### config.mk
export PLATFORM = sky130hd
export DESIGN_NAME = i2c_step_master
export DESIGN_NICKNAME = d
export VERILOG_FILES = /design/src/rtl/i2c_step_pkg.sv /design/src/rtl/i2c_step_baud.sv /design/src/rtl/i2c_step_seq.sv /design/src/rtl/i2c_step_master.sv
export SDC_FILE = /design/constraint.sdc
export NUM_CORES = 1
export LEC_CHECK = 0
export ABC_AREA = 1
export BUFFER_PORTS_ARGS = -buffer_cell sky130_fd_sc_hd__buf_2
export CORE_MARGIN = 2
export CORE_UTILIZATION = 40
export CTS_BUF_LIST = sky130_fd_sc_hd__clkbuf_16
export DETAILED_ROUTE_END_ITERATION = 16
export PLACE_DENSITY_LB_ADDON = 0.1
export SYNTH_ARGS = -nofsm -noshare
export SYNTH_HDL_FRONTEND = slang
export SYNTH_SLANG_ARGS = --single-unit
### constraint.sdc
create_clock -name clk -period 2.35 [get_ports clk]
set_input_delay 0 -clock clk [delete_from_list [all_inputs] [get_ports clk]]
set_output_delay 0 -clock clk [all_outputs]
set_load 0.005 [all_outputs]
### src/rtl/i2c_step_pkg.sv
package i2c_step_pkg;

    localparam int BYTE_W  = 8;
    localparam int BITN_W  = 4;
    localparam logic [BITN_W-1:0] ACK_SLOT = 4'd8;

    typedef enum logic [2:0] {
        OP_NONE  = 3'd0,
        OP_START = 3'd1,
        OP_STOP  = 3'd2,
        OP_WRITE = 3'd3,
        OP_READ  = 3'd4
    } op_e;

    typedef struct packed {
        op_e               op;
        logic [BITN_W-1:0] bitn;
        logic [1:0]        qtr;
        logic [BYTE_W-1:0] shreg;
        logic [BYTE_W-1:0] rx;
        logic              ack_rx;
        logic              ackd;
        logic              scl_oe;
        logic              sda_oe;
        logic              owned;
        logic              irq;
        logic              wcol;
    } seq_state_t;

endpackage

### src/rtl/i2c_step_baud.sv
module i2c_step_baud #(
    parameter int DIV_W = 10
) (
    input  logic             clk,
    input  logic             rst_n,
    input  logic             run,
    input  logic [DIV_W-1:0] reload,
    output logic             tick
);

    logic [DIV_W-1:0] cnt_d, cnt_q;

    always_comb begin
        cnt_d = cnt_q;
        tick  = 1'b0;
        if (!run) begin
            cnt_d = '0;
        end else if (cnt_q == reload) begin
            cnt_d = '0;
            tick  = 1'b1;
        end else begin
            cnt_d = cnt_q + 1'b1;
        end
    end

    always_ff @(posedge clk or negedge rst_n) begin
        if (!rst_n) cnt_q <= '0;
        else        cnt_q <= cnt_d;
    end

endmodule

### src/rtl/i2c_step_seq.sv
module i2c_step_seq
    import i2c_step_pkg::*;
(
    input  logic              clk,
    input  logic              rst_n,
    input  logic              cmd_start,
    input  logic              cmd_stop,
    input  logic              cmd_write,
    input  logic              cmd_read,
    input  logic [BYTE_W-1:0] tx_data,
    input  logic              ack_bit,
    input  logic              flag_clr,
    input  logic              tick,
    input  logic              sda_in,
    output logic              scl_oe,
    output logic              sda_oe,
    output logic [BYTE_W-1:0] rx_data,
    output logic              ack_rcvd,
    output logic              busy,
    output logic              irq,
    output logic              wcol,
    output logic              owned,
    output op_e               cur_op
);

    seq_state_t q, d;
    op_e        nop;
    logic       any_cmd;

    // Line pattern {scl_oe, sda_oe} for quarter qn of the current bit.
    function automatic logic [1:0] line_pat(op_e op, logic [BITN_W-1:0] bitn,
                                            logic [1:0] qn, logic rs,
                                            logic txb, logic ackd);
        logic [1:0] r;
        r = 2'b00;
        case (op)
            OP_START: begin
                case (qn)
                    2'd0:    r = {rs, 1'b0};
                    2'd1:    r = 2'b00;
                    2'd2:    r = 2'b01;
                    default: r = 2'b11;
                endcase
            end
            OP_STOP: begin
                case (qn)
                    2'd0:    r = 2'b11;
                    2'd3:    r = 2'b00;
                    default: r = 2'b01;
                endcase
            end
            OP_WRITE: r = {qn < 2'd2, (bitn < ACK_SLOT) ? ~txb : 1'b0};
            OP_READ:  r = {qn < 2'd2, (bitn == ACK_SLOT) ? ~ackd : 1'b0};
            default:  r = 2'b00;
        endcase
        return r;
    endfunction

    assign any_cmd = cmd_start | cmd_stop | cmd_write | cmd_read;

    always_comb begin
        d      = q;
        d.irq  = q.irq  & ~flag_clr;
        d.wcol = q.wcol & ~flag_clr;

        // Acceptance, priority start > stop > write > read.
        nop = OP_NONE;
        if (q.op == OP_NONE) begin
            if (cmd_start)                nop = OP_START;
            else if (q.owned && cmd_stop)  nop = OP_STOP;
            else if (q.owned && cmd_write) nop = OP_WRITE;
            else if (q.owned && cmd_read)  nop = OP_READ;
        end

        if (nop != OP_NONE) begin
            d.op   = nop;
            d.bitn = '0;
            d.qtr  = 2'd0;
            if (nop == OP_WRITE) d.shreg = tx_data;
            if (nop == OP_READ)  d.ackd  = ack_bit;
            if (nop == OP_START || nop == OP_STOP)
                {d.scl_oe, d.sda_oe} = line_pat(nop, '0, 2'd0, q.owned, 1'b0, 1'b0);
            else
                d.scl_oe = 1'b1;
        end else begin
            if (any_cmd) d.wcol = 1'b1;
            if (q.op != OP_NONE && tick) begin
                if (q.qtr == 2'd2) begin
                    if (q.op == OP_READ && q.bitn < ACK_SLOT)
                        d.rx = {q.rx[BYTE_W-2:0], sda_in};
                    if (q.op == OP_WRITE && q.bitn == ACK_SLOT)
                        d.ack_rx = sda_in;
                end
                if (q.qtr == 2'd3) begin
                    if (q.op == OP_START || q.op == OP_STOP || q.bitn == ACK_SLOT) begin
                        d.op    = OP_NONE;
                        d.irq   = 1'b1;
                        d.owned = (q.op != OP_STOP);
                        if (q.op == OP_WRITE || q.op == OP_READ) d.scl_oe = 1'b1;
                    end else begin
                        d.bitn   = q.bitn + 1'b1;
                        d.qtr    = 2'd0;
                        d.scl_oe = 1'b1;
                        if (q.op == OP_WRITE) d.shreg = {q.shreg[BYTE_W-2:0], 1'b0};
                    end
                end else begin
                    d.qtr = q.qtr + 2'd1;
                    {d.scl_oe, d.sda_oe} = line_pat(q.op, q.bitn, q.qtr + 2'd1,
                                                    q.owned, q.shreg[BYTE_W-1], q.ackd);
                end
            end
        end
    end

    always_ff @(posedge clk or negedge rst_n) begin
        if (!rst_n) q <= '0;
        else        q <= d;
    end

    assign scl_oe   = q.scl_oe;
    assign sda_oe   = q.sda_oe;
    assign rx_data  = q.rx;
    assign ack_rcvd = q.ack_rx;
    assign busy     = (q.op != OP_NONE);
    assign irq      = q.irq;
    assign wcol     = q.wcol;
    assign owned    = q.owned;
    assign cur_op   = q.op;

endmodule

### src/rtl/i2c_step_master.sv
module i2c_step_master
    import i2c_step_pkg::*;
#(
    parameter int DIV_W = 10
) (
    input  logic              clk,
    input  logic              rst_n,
    input  logic              cmd_start,
    input  logic              cmd_stop,
    input  logic              cmd_write,
    input  logic              cmd_read,
    input  logic [BYTE_W-1:0] tx_data,
    input  logic              ack_bit,
    input  logic              flag_clr,
    input  logic [DIV_W-1:0]  baud_reload,
    input  logic              sda_in,
    output logic              scl_oe,
    output logic              sda_oe,
    output logic [BYTE_W-1:0] rx_data,
    output logic              ack_rcvd,
    output logic              busy,
    output logic              irq,
    output logic              wcol
);

    logic tick;
    logic bus_owned;
    op_e  cur_op;

    i2c_step_baud #(.DIV_W(DIV_W)) u_baud (
        .clk    (clk),
        .rst_n  (rst_n),
        .run    (busy),
        .reload (baud_reload),
        .tick   (tick)
    );

    i2c_step_seq u_seq (
        .clk       (clk),
        .rst_n     (rst_n),
        .cmd_start (cmd_start),
        .cmd_stop  (cmd_stop),
        .cmd_write (cmd_write),
        .cmd_read  (cmd_read),
        .tx_data   (tx_data),
        .ack_bit   (ack_bit),
        .flag_clr  (flag_clr),
        .tick      (tick),
        .sda_in    (sda_in),
        .scl_oe    (scl_oe),
        .sda_oe    (sda_oe),
        .rx_data   (rx_data),
        .ack_rcvd  (ack_rcvd),
        .busy      (busy),
        .irq       (irq),
        .wcol      (wcol),
        .owned     (bus_owned),
        .cur_op    (cur_op)
    );

endmodule

==> run metrics <==
vias in the first global route=approximately 2.2k; maximum clock skew at final layout=slightly above 0.006 ns; clock tree from TritonCTS=built; Cell Pwr Density=~730 nW/µm²; clock tree buffer depth=2; synthesized area=2640 µm²; total number of vias=around 2.2k; total grt overflow=0; R2R cell count=9; largest fanout on the critical path=16; initial antenna violation count=0; number of distinct library cells after synthesis=35; Die Ht=approximately 85 µm; Synth top cells by count=sky130_fd_sc_hd__nand2_1 (120), sky130_fd_sc_hd__dfrtp_1 (42), sky130_fd_sc_hd__nand3_1 (35); post-synthesis sequential element count=42; Setup TNS=0 ns; Worst Setup Start Kind=flip-flop; count of antenna diodes in the layout=0; highest ir drop seen on vdd=roughly 0.00034 V; result of the run=finished, final reports clean; internal power contribution=1.49 mW; fraction of final layout cells with drive strength greater than 1=0.201; detail-routed net length per standard cell=around 12 µm; largest cells by area after synthesis=sky130_fd_sc_hd__dfrtp_1 (40%), sky130_fd_sc_hd__nand2_1 (17%), sky130_fd_sc_hd__nand3_1 (6.6%); Clk pin slew, worst setup/hold paths=around 0.06 ns; share of async-settable or async-resettable flops after synthesis=1.00; setup slack on the worst flop-to-flop path=approximately 0.59 ns; violation count after the first detailed-routing iteration=110; part of the power in the clock network=0.350; clk sinks=between 40 and 50; type of the most critical hold path=in -> reg; WL final=approximately 5500 µm; number of rows created at floorplan=29; RD Place Congestion=~0.8; Final Total Pwr=around 2.2 mW; Die Width=85.3 µm; total nets after synthesis=around 380; main flop type after synthesis=sky130_fd_sc_hd__dfrtp_1; critical-path cell list=nor2_4, nand2_4, inv_2, nand2_2, nand2_1, nor2_4, nand4_1, nand2_1, a21oi_2; max-cap violation count=0; RR Endpoint=u_seq.scl_oe; fmax=roughly 570 MHz; area of the die=a little over 7000 µm²; Sequential Power Share=0.401; Clk Tree Root Cell=sky130_fd_sc_hd__clkbuf_16; kind of cell adding the most delay to the critical path=simple AND/OR/NAND/NOR gates; total buffers and inverters traversed by the critical path=1; startpoint of the worst setup timing path=u_seq.cur_op[0]; CP max stage cell=sky130_fd_sc_hd__dfrtp_1; post-synth top area share=0.398; number of instances in the synthesized netlist=around 350; # DRC=0; crit-path max cell delay=~0.45 ns; global-route usage over all layers=0.166; crit path DAT=1.93 ns; mean number of vias per cell=4.77; total number of cells along the worst setup path=9; total of fill cells in the finished design=667; relative max-transition margin=0.347; Routed Antenna Nets=0; detailed-routing iteration count for the pre-antenna-repair pass=4; Multi-input gate area=1340 µm²; switching portion of total power=0.325; number of buffers created by CTS=5; Area Overhead vs Synth=15.0%; static leakage=~1.7 nW; setup repair after global routing missed its margin=false; max-slew violation count=0; combinational share of power=0.249; dpl hpwl=about 4000 µm; Storage cell area=roughly 1100 µm²; net switching power of the design=slightly above 0.7 mW; Final Hold Fails=0; category of the worst setup path capture point=flip-flop; transition time of the tightest slew-check pin=between 0.9 and 1 ns; insertion delay of the later-clocked pin in the worst-skew pair=0.28 ns; number of enable flip-flop cells after synthesis=0; RR Startpoint=u_seq.cur_op[0]; warnings from Yosys=0; Initial Util=0.414; H-tree level count=2; net count reported at finish=419; first-pass GRT wire length=9880 µm; count of pins on the block boundary=between 40 and 50; quantity of gates resized following cts=0; final worst path period need=roughly 1.8 ns; IO buf count=40; largest net degree at the start of global routing=43; Avg Synthesized Cell Area=around 7.6 µm²; data required time of the critical path=~2.5 ns; share of the cycle needed by the critical path after routing=0.751; cell with the most instances after synthesis=sky130_fd_sc_hd__nand2_1; Final Setup Violations=0; largest area contributor in the netlist=sky130_fd_sc_hd__dfrtp_1; crit path to=u_seq.scl_oe; standard cell core area=between 6000 and 7000 µm²; category of the critical setup timing path=reg -> reg; share of synthesized area occupied by flip-flops and latches=0.398; final cell utilization of the core=0.476
cells in the final DEF, fill, tap and decap left out, drive strengths merged:
master / n
a21oi: 5
and3: 1
buf: 40
bufinv: 1
clkbuf: 5
clkinv: 2
dfrtp: 42
dlygate4sd3: 4
ha: 5
inv: 39
nand2: 124
nand3: 38
nand3b: 1
nand4: 16
nor2: 38
nor3: 4
nor3b: 2
nor4: 1
o21a: 1
o21ai: 5
o22ai: 1
or2: 1
xnor2: 5
xor2: 7
state kept, by name, indices dropped and copies added, names as in the netlist:
| signal | count |
|---|---|
| u_seq.q | 15 |
| u_baud.cnt_q | 10 |
| u_seq.rx_data | 8 |
| u_seq.cur_op | 3 |
| u_seq.ack_rcvd | 1 |
| u_seq.irq | 1 |
| u_seq.owned | 1 |
| u_seq.scl_oe | 1 |
| u_seq.sda_oe | 1 |
| u_seq.wcol | 1 |
cell type report:
type	instances	area share
sequential	42	0.346
timing repair buffer	44	0.0790
tap	77	0.0317
clock buffer	5	0.0411
clock inverter	3	0.0132
multi-input combinational	255	0.441
inverter	39	0.0490
per-layer routing:
layer  wire, µm  global-route usage  up-vias
met1       2770               0.231      994
met4         49              0.0390        0
met3        198              0.0321        4
met2       2510               0.269       40
met5          0                   0        -
li1           -                   -     1181
worst min-delay path, delay by kind of cell:
| kind | cells | cell delay (ns) |
|---|---|---|
| compound gates | 1 | 0.14 |
| simple gates | 1 | 0.05 |
| buf+inv | 1 | 0.09 |
what timing repair did:
| action | in CTS | in global routing |
|---|---|---|
| hold buffers | 4 | 0 |
| endpoints found under the hold margin | 47 | 0 |
| buffers inserted | 0 | 0 |
worst min path at each step:
stage,cells past startpoint,start,slack [ns],to
5_1_grt,5,tx_data[0],0.06,u_seq.q[15]
2_1_floorplan,0,rst_n,-0.30,u_baud.cnt_q[0]
3_3_place_gp,1,rst_n,0.22,u_baud.cnt_q[3]
3_5_place_dp,1,rst_n,0.23,u_baud.cnt_q[4]
4_1_cts,3,cmd_start,0.03,u_seq.wcol
6_report,3,cmd_start,0.03,u_seq.wcol
logic make-up (layout without fill, tap and decap cells):
kind of cell,Yosys count,count (layout),share of synthesized area
buf+inv,52,91,0.0956
xor+xnor,12,12,0.0398
simple gates,226,226,0.412
compound gates,12,12,0.0312
flops,42,42,0.398
fa+ha+maj,5,5,0.0237
stage by stage:
stage	cells	cell area [µm²]	setup WS, ns	hold slack [ns]
2_1_floorplan	349	2640	0.827	-0.296
3_3_place_gp	453	2840	0.572	0.220
3_5_place_dp	453	2840	0.570	0.234
4_1_cts	465	3040	0.565	0.0311
5_1_grt	465	3040	0.397	0.0578
6_report	465	3040	0.585	0.0302
power groups by stage:
stage / clock (mW) / combinational [mW] / sequential [mW]
detailed placement: 0 / 0.554 / 0.899
floorplan: 0 / 0.431 / 0.883
finish: 0.772 / 0.550 / 0.884
CTS: 0.796 / 0.562 / 0.884
global route: 0.832 / 0.642 / 0.901
global placement: 0 / 0.555 / 0.896
(Power assumes the default switching activity.)
